### config.mk
export PLATFORM = sky130hd
export DESIGN_NAME = vbs_sad_pe
export DESIGN_NICKNAME = d
export VERILOG_FILES = /design/src/rtl/vbs_sad_pkg.sv /design/src/rtl/sad_seq_ctrl.sv /design/src/rtl/sad_row_sum.sv /design/src/rtl/sad_prim_store.sv /design/src/rtl/sad_merge_unit.sv /design/src/rtl/vbs_sad_pe.sv
export SDC_FILE = /design/constraint.sdc
export NUM_CORES = 1
export LEC_CHECK = 0
export ABC_AREA = 1
export ABC_CLOCK_PERIOD_IN_PS = 4300
export BUFFER_PORTS_ARGS = -buffer_cell sky130_fd_sc_hd__buf_2
export CAP_MARGIN = 15
export CORE_MARGIN = 4
export CORE_UTILIZATION = 45
export DETAILED_ROUTE_END_ITERATION = 16
export PLACE_DENSITY_LB_ADDON = 0.15
export SLEW_MARGIN = 20
export SYNTH_ARGS = -nofsm -noshare
export SYNTH_HDL_FRONTEND = slang
export SYNTH_SLANG_ARGS = --single-unit
### constraint.sdc
create_clock -name clk -period 4.3 [get_ports clk]
set_clock_uncertainty 0.15 [all_clocks]
set_input_delay 0.86 -clock clk [delete_from_list [all_inputs] [get_ports clk]]
set_output_delay 0.86 -clock clk [all_outputs]
set_load 0.01 [all_outputs]
### src/rtl/vbs_sad_pkg.sv
package vbs_sad_pkg;

  localparam int SAD_TOTAL = 41;
  localparam int IDX_W     = 6;
  localparam int ROW_LANES = 4;
  localparam int POS_W     = 6;

  typedef enum logic [2:0] {
    MK_NONE,
    MK_TOP,
    MK_BOT,
    MK_LEFT,
    MK_RIGHT,
    MK_QUAD,
    MK_PAIR,
    MK_FULL
  } merge_kind_e;

  typedef struct packed {
    merge_kind_e      kind;
    logic [IDX_W-1:0] idx;
    logic [1:0]       opa;
    logic [1:0]       opb;
  } merge_slot_t;

  // raster index of a primitive: 4 * block row + block column
  function automatic logic [IDX_W-1:0] prim_index(input logic [1:0] q,
                                                   input logic [1:0] p);
    return {2'b00, q[1], p[1], q[0], p[0]};
  endfunction

  // merged result scheduled at local step j after quadrant q finished
  function automatic merge_slot_t merge_slot(input logic [1:0] q,
                                             input logic [3:0] j);
    merge_slot_t s;
    s      = '0;
    s.kind = MK_NONE;
    case (j)
      4'd0: begin s.kind = MK_TOP;   s.idx = {2'b01, 1'b0, q[1], 1'b0, q[0]}; end
      4'd1: begin s.kind = MK_BOT;   s.idx = {2'b01, 1'b0, q[1], 1'b1, q[0]}; end
      4'd2: begin s.kind = MK_LEFT;  s.idx = {3'b011, q[1], q[0], 1'b0};      end
      4'd4: begin s.kind = MK_RIGHT; s.idx = {3'b011, q[1], q[0], 1'b1};      end
      4'd5: begin s.kind = MK_QUAD;  s.idx = {4'b1000, q};                    end
      4'd6: begin
        case (q)
          2'd1: begin s.kind = MK_PAIR; s.idx = 6'd36; s.opa = 2'd0; s.opb = 2'd1; end
          2'd2: begin s.kind = MK_PAIR; s.idx = 6'd38; s.opa = 2'd0; s.opb = 2'd2; end
          2'd3: begin s.kind = MK_PAIR; s.idx = 6'd37; s.opa = 2'd2; s.opb = 2'd3; end
          default: s.kind = MK_NONE;
        endcase
      end
      4'd8: if (q == 2'd3) begin
        s.kind = MK_PAIR; s.idx = 6'd39; s.opa = 2'd1; s.opb = 2'd3;
      end
      4'd9: if (q == 2'd3) begin
        s.kind = MK_FULL; s.idx = 6'd40;
      end
      default: s.kind = MK_NONE;
    endcase
    return s;
  endfunction

endpackage

### src/rtl/sad_seq_ctrl.sv
module sad_seq_ctrl #(
  parameter int POS_W = 6
) (
  input  logic             clk,
  input  logic             rst_n,
  input  logic             start,
  output logic             act,
  output logic [POS_W-1:0] pos,
  output logic             start_ok,
  output logic             busy
);
  localparam logic [POS_W-1:0] LAST_POS = '1;

  logic [POS_W-1:0] cnt_q;

  assign start_ok = start && !busy;
  assign act      = start_ok || busy;
  assign pos      = start_ok ? '0 : cnt_q;

  always_ff @(posedge clk or negedge rst_n) begin
    if (!rst_n) begin
      busy  <= 1'b0;
      cnt_q <= '0;
    end else if (act) begin
      cnt_q <= pos + 1'b1;
      busy  <= (pos != LAST_POS);
    end
  end
endmodule

### src/rtl/sad_row_sum.sv
module sad_row_sum #(
  parameter int PIX_W = 8,
  parameter int LANES = 4,
  parameter int SUM_W = 16
) (
  input  logic [LANES*PIX_W-1:0] cur_row,
  input  logic [LANES*PIX_W-1:0] ref_row,
  output logic [SUM_W-1:0]       row_sad
);
  function automatic logic [PIX_W-1:0] abs_diff(input logic [PIX_W-1:0] a,
                                                input logic [PIX_W-1:0] b);
    return (a >= b) ? (a - b) : (b - a);
  endfunction

  logic [LANES-1:0][PIX_W-1:0] lane_diff;

  for (genvar l = 0; l < LANES; l++) begin : g_lane
    assign lane_diff[l] = abs_diff(cur_row[l*PIX_W +: PIX_W], ref_row[l*PIX_W +: PIX_W]);
  end

  always_comb begin
    row_sad = '0;
    for (int l = 0; l < LANES; l++) begin
      row_sad = row_sad + SUM_W'(lane_diff[l]);
    end
  end
endmodule

### src/rtl/sad_prim_store.sv
module sad_prim_store #(
  parameter int SAD_W = 16,
  parameter int POS_W = 6
) (
  input  logic                  clk,
  input  logic                  rst_n,
  input  logic                  act,
  input  logic [POS_W-1:0]      pos,
  input  logic [SAD_W-1:0]      row_sad,
  input  logic                  rd_bank,
  output logic                  prim_fire,
  output logic                  quad_done,
  output logic [SAD_W-1:0]      prim_val,
  output logic [3:0][SAD_W-1:0] rd_sads
);
  logic [SAD_W-1:0]           acc_q;
  logic [1:0][3:0][SAD_W-1:0] bank_q;

  assign prim_val  = ((pos[1:0] == 2'd0) ? '0 : acc_q) + row_sad;
  assign prim_fire = act && (pos[1:0] == 2'd3);
  assign quad_done = prim_fire && (pos[3:2] == 2'd3);
  assign rd_sads   = bank_q[rd_bank];

  always_ff @(posedge clk or negedge rst_n) begin
    if (!rst_n) begin
      acc_q  <= '0;
      bank_q <= '0;
    end else begin
      if (act) acc_q <= prim_val;
      if (prim_fire) bank_q[pos[4]][pos[3:2]] <= prim_val;
    end
  end
endmodule

### src/rtl/sad_merge_unit.sv
module sad_merge_unit
  import vbs_sad_pkg::*;
#(
  parameter int SAD_W = 16
) (
  input  logic                  clk,
  input  logic                  rst_n,
  input  logic                  quad_done,
  input  logic [1:0]            done_q,
  input  logic [3:0][SAD_W-1:0] bank_sads,
  output logic                  rd_bank,
  output logic                  mrg_fire,
  output logic [IDX_W-1:0]      mrg_idx,
  output logic [SAD_W-1:0]      mrg_val
);
  localparam logic [3:0] LAST_STEP = 4'd9;

  function automatic logic [SAD_W-1:0] add2(input logic [SAD_W-1:0] a,
                                            input logic [SAD_W-1:0] b);
    return a + b;
  endfunction

  logic                  run_q;
  logic [3:0]            step_q;
  logic [1:0]            quad_q;
  logic [3:0][SAD_W-1:0] sad8_q;
  merge_slot_t           slot;

  assign rd_bank  = quad_q[0];
  assign slot     = merge_slot(quad_q, step_q);
  assign mrg_fire = run_q && (slot.kind != MK_NONE);
  assign mrg_idx  = slot.idx;

  always_comb begin
    case (slot.kind)
      MK_TOP:   mrg_val = add2(bank_sads[0], bank_sads[1]);
      MK_BOT:   mrg_val = add2(bank_sads[2], bank_sads[3]);
      MK_LEFT:  mrg_val = add2(bank_sads[0], bank_sads[2]);
      MK_RIGHT: mrg_val = add2(bank_sads[1], bank_sads[3]);
      MK_QUAD:  mrg_val = add2(add2(bank_sads[0], bank_sads[1]),
                               add2(bank_sads[2], bank_sads[3]));
      MK_PAIR:  mrg_val = add2(sad8_q[slot.opa], sad8_q[slot.opb]);
      MK_FULL:  mrg_val = add2(add2(sad8_q[0], sad8_q[1]),
                               add2(sad8_q[2], sad8_q[3]));
      default:  mrg_val = '0;
    endcase
  end

  always_ff @(posedge clk or negedge rst_n) begin
    if (!rst_n) begin
      run_q  <= 1'b0;
      step_q <= '0;
      quad_q <= '0;
      sad8_q <= '0;
    end else begin
      if (quad_done) begin
        run_q  <= 1'b1;
        step_q <= '0;
        quad_q <= done_q;
      end else if (run_q) begin
        step_q <= step_q + 1'b1;
        if (step_q == LAST_STEP) run_q <= 1'b0;
      end
      if (mrg_fire && slot.kind == MK_QUAD) sad8_q[quad_q] <= mrg_val;
    end
  end
endmodule

### src/rtl/vbs_sad_pe.sv
module vbs_sad_pe
  import vbs_sad_pkg::*;
#(
  parameter int PIX_W = 8
) (
  input  logic                         clk,
  input  logic                         rst_n,
  input  logic                         start,
  input  logic [ROW_LANES*PIX_W-1:0]   cur_row,
  input  logic [ROW_LANES*PIX_W-1:0]   ref_row,
  output logic                         sad_valid,
  output logic [IDX_W-1:0]             sad_idx,
  output logic [PIX_W+7:0]             sad_val
);
  localparam int SAD_W = PIX_W + 8;

  logic                  act, start_ok, busy;
  logic [POS_W-1:0]      pos;
  logic [SAD_W-1:0]      row_sad, prim_val, mrg_val;
  logic                  prim_fire, quad_done, rd_bank, mrg_fire;
  logic [3:0][SAD_W-1:0] rd_sads;
  logic [IDX_W-1:0]      mrg_idx;

  sad_seq_ctrl #(.POS_W(POS_W)) i_ctrl (
    .clk(clk), .rst_n(rst_n), .start(start),
    .act(act), .pos(pos), .start_ok(start_ok), .busy(busy)
  );

  sad_row_sum #(.PIX_W(PIX_W), .LANES(ROW_LANES), .SUM_W(SAD_W)) i_row (
    .cur_row(cur_row), .ref_row(ref_row), .row_sad(row_sad)
  );

  sad_prim_store #(.SAD_W(SAD_W), .POS_W(POS_W)) i_prim (
    .clk(clk), .rst_n(rst_n), .act(act), .pos(pos), .row_sad(row_sad),
    .rd_bank(rd_bank), .prim_fire(prim_fire), .quad_done(quad_done),
    .prim_val(prim_val), .rd_sads(rd_sads)
  );

  sad_merge_unit #(.SAD_W(SAD_W)) i_merge (
    .clk(clk), .rst_n(rst_n), .quad_done(quad_done), .done_q(pos[5:4]),
    .bank_sads(rd_sads), .rd_bank(rd_bank), .mrg_fire(mrg_fire),
    .mrg_idx(mrg_idx), .mrg_val(mrg_val)
  );

  always_ff @(posedge clk or negedge rst_n) begin
    if (!rst_n) begin
      sad_valid <= 1'b0;
      sad_idx   <= '0;
      sad_val   <= '0;
    end else begin
      sad_valid <= prim_fire || mrg_fire;
      if (prim_fire) begin
        sad_idx <= prim_index(pos[5:4], pos[3:2]);
        sad_val <= prim_val;
      end else if (mrg_fire) begin
        sad_idx <= mrg_idx;
        sad_val <= mrg_val;
      end
    end
  end
endmodule

==> impl_metrics.tcl, run 1 <==
set metrics [dict create \
    synth-edff-count 0 \
    slew_headroom_pct 33.5 \
    cpMaxStageDelayCell "fa_1" \
    stdcell_count 4309 \
    gp_congestion 0.965 \
    finalCritPeriodShare_pct 136 \
    area_delta_synth_final_pct 42.1 \
    stdcell_area_sq_mm 0.0307 \
    r2r-end "i_merge.sad8_q[27]" \
    start_kind "primary input" \
    crit_fanout 5 \
    rows 80 \
    grt_use_total_pct 31.3 \
    ys_types 53 \
    vias_per_cell 5.45 \
    die_w_um 227 \
    tritoncts "yes" \
    grt_pass1_wl_mm 127 \
    clk_pin_slew_ns 0.07 \
    worst_pin_slew_ns 0.998 \
    ios 90 \
    ctsLongestPathBuffers 3 \
    worstSetupPathType "primary input to flip-flop" \
    max_freq_mhz 171 \
    cts_max_level 1 \
    drc 0 \
    synthArstFlopShare_pct 100 \
    ff2ff_setup_slack_ns 0.07 \
    hold_viol 0 \
    io_buffer_count 89 \
    setup_violations 140 \
    finalCriticalPeriod_ns 5.86 \
    fin_setup_tns_ns -167.70 \
    violations "setup timing" \
    slew_viol_final 0 \
    worstSetupEndpointType "flip-flop" \
    rr_startpoint "i_merge.quad_q[0]" \
    rr_worst_depth 25 \
    dp.cells 4167 \
    grt_max_degree 109 \
    synthCells 3110 \
    synth_area_sq_mm 0.0216 \
    routed_wl_mm 84.4 \
    initial_core_util_pct 45.4 \
    dieHeight_um 227 \
    drt_first_pass_iters 6 \
    holdBufCountCts 0 \
    avgSynthCellArea_sq_um 6.96 \
    clock_latency_ns 0.56 \
    wire_per_inst_um 19.6 \
    dpl_cell_area_sq_mm 0.0262 \
    ys_ff_latch 245 \
    vias 23500 \
    rsz0062_at_grt "yes" \
    postSynthNetCount 3431 \
    antenna_found_initial 2 \
    core_sq_mm 0.0476 \
    nets 3995 \
    cap_violations 0 \
    cp.required_ns 4.62 \
    ys.flop_type "dfrtp_1" \
    clockRootBuffer "clkbuf_16" \
    drive_above_1_share_pct 31.2 \
    worst_slack_ns -1.56 \
    max_stage_delay_ns 0.51 \
    drt_iter0_drc 1907 \
    arrival_ns 6.19 \
    final_antenna_net_count 0 \
    yosysSeqAreaShare_pct 28.3 \
    timing.critical_path.buf_inv 8 \
    crit_family "adder cells" \
    dieArea_sq_mm 0.0517 \
    synth_warnings 0 \
    overflow 0 \
    hpwl_mm 64.1 \
    cts_buffers 28 \
    clock-sinks 245 \
    grt_pass1_vias 22400 \
    hold_path.class "primary input to asynchronous set/reset pin" \
    outcome "complete, but fails checks" \
]
-- per-layer routing --
layer | vias up | share of wire (%) | global-route usage, %
li1 | 11200 | - | -
met1 | 11300 | 45 | 45.9
met2 | 812 | 45 | 48.1
met3 | 141 | 7.7 | 5.49
met4 | 0 | 3.1 | 8.35
met5 | - | 0 | 0
-- repair_timing --
| item | CTS | global route |
|---|---|---|
| pin swaps | 97 | 157 |
| gates resized for setup | 332 | 369 |
| setup buffers | 39 | 54 |
| cloned | 6 | 7 |
| setup endpoints to repair | 180 | 196 |
-- flip-flops by register name, summed over array words and instances, names as in the netlist --
name            flops
i_prim.acc_q       16
i_prim.bank_q     128
i_merge.step_q      4
i_ctrl.busy         1
i_merge.sad8_q     64
sad_val            16
sad_valid           1
i_ctrl.cnt_q        6
i_merge.run_q       1
i_merge.quad_q      2
sad_idx             6
-- layout by cell type (no fill, tap or decap), drive strengths merged, types with 10 or more instances in the layout --
master,Yosys,final
or2,13,13
clkbuf,62,43
fa,61,61
xnor2,34,34
xor2,69,69
ha,193,193
a21o,18,18
nand4,16,16
nor2,188,188
dfrtp,245,245
o21ai,287,287
o21bai,21,21
nand3,142,142
nand2,1039,1039
a21oi,213,213
buf,15,604
and2,10,10
inv,364,363
nor3,22,22
a31oi,35,35
-- final cells by class --
type | count | area, sq um
fillers | 4087 | 16900
multi-input cells | 2421 | 16400
flip-flops and latches | 245 | 6130
repair buffers | 611 | 5040
inverters | 367 | 1430
clock buffers | 38 | 810
well taps | 615 | 769
clock inverters | 11 | 184
diodes | 1 | 2.50
-- worst max path at each step --
stage | start | endpoint | slack [ns] | cells past startpoint
after detailed placement | cur_row[13] | i_prim.bank_q[62] | -2.11 | 31
after floorplan | ref_row[13] | sad_val[13] | -1.63 | 33
after CTS | cur_row[13] | i_prim.bank_q[62] | -1.30 | 33
after global placement | ref_row[13] | i_prim.bank_q[59] | -1.92 | 33
after global routing | cur_row[0] | i_prim.bank_q[63] | -1.78 | 36
final | cur_row[0] | i_prim.acc_q[15] | -1.56 | 34
-- synthesized netlist by cell type, types with 5 or more instances --
library cell	n	area, sq um
a211oi_1	5	37.5
a21o_1	18	135
a21oi_1	211	1060
a22o_1	7	61.3
a31oi_1	35	219
a32o_1	5	50.1
and2_1	10	62.6
buf_2	9	45.0
buf_4	5	37.5
clkbuf_1	62	233
dfrtp_1	245	6130
fa_1	61	1220
ha_1	193	2410
inv_1	355	1330
inv_2	8	30.0
nand2_1	1035	3880
nand3_1	141	706
nand4_1	16	100
nor2_1	175	657
nor2_2	10	62.6
nor3_1	21	105
o211ai_1	6	45.0
o21ai_0	280	1400
o21ai_1	7	35.0
o21bai_1	21	158
o221ai_1	5	43.8
o22ai_1	6	37.5
or2_2	13	81.3
xnor2_1	34	298
xor2_1	69	604
-- cell families (layout without fill, tap and decap cells) --
| group | after synthesis | after routing | synth area share, % |
|---|---|---|---|
| muxes | 4 | 4 | 0.185 |
| adders and majority gates | 254 | 254 | 16.8 |
| DFF | 245 | 245 | 28.3 |
| AOI/OAI and AO/OA | 621 | 621 | 15.8 |
| buffers and inverters | 444 | 1027 | 7.89 |
| other | 0 | 1 | 0 |
| xor gates and xnor gates | 103 | 103 | 4.17 |
| and+or+nand+nor | 1439 | 1439 | 26.9 |
-- through the flow --
step | setup WS, ns | utilization (%) | hold WS (ns)
finish | -1.56 | 64.5 | 0.0744
global route | -1.78 | 64.5 | 0.103
CTS | -1.30 | 60.4 | 0.0839
detailed placement | -2.11 | 55.1 | 0.308
global placement | -1.92 | 55.1 | 0.300
floorplan | -1.63 | - | 0.291
Power of run 1 is not shown: default switching activity piles up to over one toggle a cycle in this logic, so the estimate is an artifact.
==> run 2: changes to the inputs <==
Settings changed: SETUP_SLACK_MARGIN set to 0.05.
==> run 2 against run 1 <==
Global-route usage shrank 0.42 points. Critical path depth grew 1. Worst setup slack lost 0.0092 ns. Sequential share of layout area shrank 0.21 points. Highest routed layer unchanged. Worst hold slack gained 0.17 ns. Via count grew 0.79%. Register-to-register slack lost 0.05 ns. Count of clock-buffer cells in the layout grew 1. The flow still finishes with violations (setup timing). Maximum frequency shrank 0.16%. Die area is the same.
==> impl_metrics.tcl, run 2 (synthesis gave the netlist of run 1 again) <==
set metrics [dict create \
    finalCritPeriodShare_pct 137 \
    holdBufCountCts 0 \
    hold_viol 0 \
    violations "setup timing" \
    cts_buffers 27 \
    rows 80 \
    wire_per_inst_um 19.7 \
    crit_fanout 4 \
    grt_pass1_wl_mm 125 \
    mostFrequentLayoutCells "nand2_1 (868), buf_4 (420), inv_1 (312), dfrtp_1 (244), a21oi_1 (166)" \
    hold_path.class "primary input to asynchronous set/reset pin" \
    worstSetupPathType "primary input to flip-flop" \
    clock-sinks 245 \
    gp_congestion 0.985 \
    clock_latency_ns 0.55 \
    cts_max_level 1 \
    routed_wl_mm 84.5 \
    overflow 0 \
    cp.required_ns 4.59 \
    largest_reg_flops 128 \
    die_w_um 227 \
    worstSetupEndpointType "flip-flop" \
    cap_violations 0 \
    antenna_found_initial 1 \
    vias 23700 \
    reg_top3 "i_prim.bank_q x128, i_merge.sad8_q x64" \
    drt_first_pass_iters 6 \
    arrival_ns 6.16 \
    final_antenna_net_count 0 \
    ios 90 \
    grt_max_degree 105 \
    grt_pass1_vias 22300 \
    rr_worst_depth 29 \
    finalCriticalPeriod_ns 5.87 \
    ctsLongestPathBuffers 3 \
    dieArea_sq_mm 0.0517 \
    slew_headroom_pct 30.1 \
    slew_viol_final 0 \
    crit_top_cell "inv_2" \
    worst_pin_slew_ns 1.05 \
    fin_setup_tns_ns -166.85 \
    clockRootBuffer "clkbuf_16" \
    clk_pin_slew_ns 0.06 \
    antennaDiodeCount 0 \
    rr_startpoint "i_merge.quad_q[0]" \
    drt_iter0_drc 1647 \
    rsz0062_at_grt "yes" \
    timing.critical_path.buf_inv 9 \
    setup_violations 142 \
    outcome "complete, but fails checks" \
    ff2ff_setup_slack_ns 0.02 \
    start_kind "primary input" \
    max_stage_delay_ns 0.52 \
    utilization_pct 65.2 \
    drive_above_1_share_pct 33.9 \
    area_delta_synth_final_pct 43.6 \
    initial_core_util_pct 45.4 \
    io_buffer_count 89 \
    dieHeight_um 227 \
    crit_family "adder cells" \
    r2r-end "i_merge.sad8_q[14]" \
    worst_slack_ns -1.57 \
    top_register "i_prim.bank_q" \
    tritoncts "yes" \
    grt_use_total_pct 30.9 \
    final_common_cell "nand2_1" \
    hpwl_mm 63.0 \
    nets 3979 \
    cpMaxStageDelayCell "fa_1" \
    drc 0 \
    core_sq_mm 0.0476 \
    vias_per_cell 5.51 \
    max_freq_mhz 170 \
]
-- run 2: changes by cell type in the layout (fill, tap and decap cells not counted), moves of 10 or more --
cell	change
nand2_2	+25
ha_1	-10
o21ai_2	+35
buf_8	+11
o21ai_0	-11
o21ai_1	-17
buf_4	-14
nand2_4	+25
a21oi_2	+10
nand2_1	-50
-- run 2: worst max path at each step --
stage	from	to	slack (ns)	depth (start not counted)
6_report	cur_row[0]	sad_val[10]	-1.57	35
3_3_place_gp	cur_row[8]	i_prim.bank_q[56]	-1.93	37
3_5_place_dp	cur_row[0]	i_prim.bank_q[41]	-2.10	30
5_1_grt	cur_row[0]	sad_val[10]	-1.79	35
2_1_floorplan	ref_row[13]	sad_val[13]	-1.63	33
4_1_cts	cur_row[0]	i_prim.bank_q[62]	-1.35	37
-- run 2: layout make-up --
type                            instances  area (sq um)
Inverter                              367          1430
Clock inverter                         11           140
Multi-Input combinational cell       2422         16900
Timing Repair Buffer                  595          4890
Sequential cell                       245          6130
Tap cell                              615           769
Clock buffer                           39           771
Fill cell                            4066         16600
-- run 2: routing by layer --
metal | vias to the layer above | track usage, % | part of all wire, %
li1 | 11200 | - | -
met1 | 11400 | 45.0 | 44
met2 | 915 | 49.2 | 45
met3 | 168 | 2.98 | 6.7
met4 | 0 | 9.00 | 3.9
met5 | - | 0 | 0
-- run 2: through the flow --
step | cell area (sq um) | hold slack (ns) | std cells | setup slack [ns]
3_3_place_gp | 26200 | 0.306 | 4165 | -1.93
2_1_floorplan | 22000 | 0.291 | 3110 | -1.63
3_5_place_dp | 26200 | 0.310 | 4165 | -2.10
5_1_grt | 31100 | 0.304 | 4294 | -1.79
4_1_cts | 28700 | 0.280 | 4248 | -1.35
6_report | 31100 | 0.245 | 4294 | -1.57
-- run 2: repair_timing --
item | CTS | global route
endpoints found under the setup margin | 183 | 200
gates resized for setup | 346 | 504
pin swaps | 79 | 218
cloned | 8 | 4
setup buffers | 29 | 49
Power of run 2 is left out for the same reason.
==> run 3: changes to the inputs <==
Settings changed: CORE_MARGIN 4 to not set.
==> run 3 against run 2 <==
The flow still finishes with violations (setup timing). Wire length fell by 0.32%. Worst hold slack got worse by 0.094 ns. Critical path type unchanged. Via count increased by 0.29%. Die area shrank 5.2%.
==> impl_metrics.tcl, run 3 (synthesis gave the netlist of run 1 again) <==
set metrics [dict create \
    outcome "complete, but fails checks" \
    violations "setup timing" \
    hpwl_mm 63.6 \
    grt_pass1_wl_mm 125 \
    clockRootBuffer "clkbuf_16" \
    arrival_ns 5.99 \
    cts_max_level 1 \
    cpMaxStageDelayCell "fa_1" \
    crit_top_cell "buf_4" \
    final_antenna_net_count 0 \
    cts_buffers 28 \
    worst_slack_ns -1.40 \
    finalCriticalPeriod_ns 5.70 \
    ios 90 \
    cp.required_ns 4.59 \
    drive_above_1_share_pct 31.0 \
    top_register "i_prim.bank_q" \
    grt_max_degree 78 \
    worst_pin_slew_ns 0.979 \
    finalCritPeriodShare_pct 133 \
    cap_violations 0 \
    grt_pass1_vias 22200 \
    slew_headroom_pct 34.7 \
    rr_startpoint "i_merge.quad_q[0]" \
    dieHeight_um 221 \
    area_delta_synth_final_pct 40.5 \
    overflow 0 \
    hold_viol 0 \
    drc 0 \
    worstSetupEndpointType "flip-flop" \
    io_buffer_count 89 \
    final_common_cell "nand2_1" \
    largest_reg_flops 128 \
    crit_fanout 5 \
    max_stage_delay_ns 0.51 \
    tritoncts "yes" \
    clock-sinks 245 \
    hold_path.class "primary input to asynchronous set/reset pin" \
    crit_start "cur_row[13]" \
    core_sq_mm 0.0470 \
    post-place-ws_ns -2.08 \
    clock_latency_ns 0.55 \
    clk_pin_slew_ns 0.06 \
    worstSetupPathType "primary input to flip-flop" \
    slew_viol_final 0 \
    gp_congestion 0.982 \
    routed_wl_mm 84.3 \
    ctsLongestPathBuffers 3 \
    nets 4004 \
    rows 79 \
    reg_top3 "i_prim.bank_q x128, i_merge.sad8_q x64" \
    die_w_um 221 \
    drt_first_pass_iters 5 \
    max_freq_mhz 175 \
    vias_per_cell 5.50 \
    initial_core_util_pct 46.1 \
    dieArea_sq_mm 0.0490 \
    mostFrequentLayoutCells "nand2_1 (931), buf_4 (456), inv_1 (316), dfrtp_1 (244), a21oi_1 (172)" \
    start_kind "primary input" \
    setup_violations 142 \
    vias 23700 \
    grt_use_total_pct 32.7 \
    wire_per_inst_um 19.5 \
    drt_iter0_drc 1974 \
    rsz0062_at_grt "yes" \
    holdWs_ns 0.151 \
    antenna_found_initial 6 \
]
-- run 3: worst max-delay path: cells and delay by family --
family	cells	cell delay [ns]
compound gates	5	0.67
xor+xnor	1	0.19
buf+inv	16	1.57
fa+ha+maj	5	1.72
simple gates	9	0.96
-- run 3: what timing repair did --
item | in CTS | in global routing
buffers inserted | 43 | 43
hold buffers | 0 | 0
resized for setup | 220 | 422
endpoints found under the setup margin | 179 | 193
gates cloned | 7 | 9
pin swaps | 49 | 127
-- run 3: final cells by class --
| cell class | count | area, sq um |
|---|---|---|
| clock inverter | 9 | 101 |
| multi-input combinational | 2422 | 16200 |
| clock buffer | 42 | 855 |
| tap | 607 | 759 |
| antenna | 3 | 7.51 |
| sequential | 245 | 6130 |
| timing repair buffer | 619 | 4980 |
| inverter | 367 | 1420 |
| fill | 4050 | 16500 |
-- run 3: routing by layer --
| layer | share of wire [%] | GRT usage [%] | vias up |
|---|---|---|---|
| li1 | - | - | 11300 |
| met3 | 8.1 | 6.23 | 138 |
| met1 | 43 | 44.9 | 11400 |
| met4 | 3.6 | 11.9 | 4 |
| met5 | 0.033 | 0 | - |
| met2 | 45 | 51.1 | 916 |
-- run 3: worst paths after layout --
check	end	slack [ns]	depth (start not counted)
worst max-delay path	i_prim.bank_q[15]	-1.40	36
worst min-delay path	i_merge.sad8_q[23]	0.15	1
worst max register to register	sad_val[15]	-0.06	25
worst min register to register	i_ctrl.cnt_q[0]	0.32	1
max in group asynchronous	i_prim.acc_q[11]	2.94	2
min in group clk	i_ctrl.cnt_q[0]	0.32	1
-- run 3: through the flow --
stage          cell area [sq um]  instances  setup TNS (ns)  util (%)
6_report                   30400       4314         -149.85      64.8
5_1_grt                    30400       4314         -184.86      64.8
4_1_cts                    28400       4274         -142.41      60.5
3_5_place_dp               26400       4192         -249.89      56.3
3_3_place_gp               26400       4192         -234.47      56.3
2_1_floorplan              22000       3110         -157.25         -
Power of run 3 is left out for the same reason.
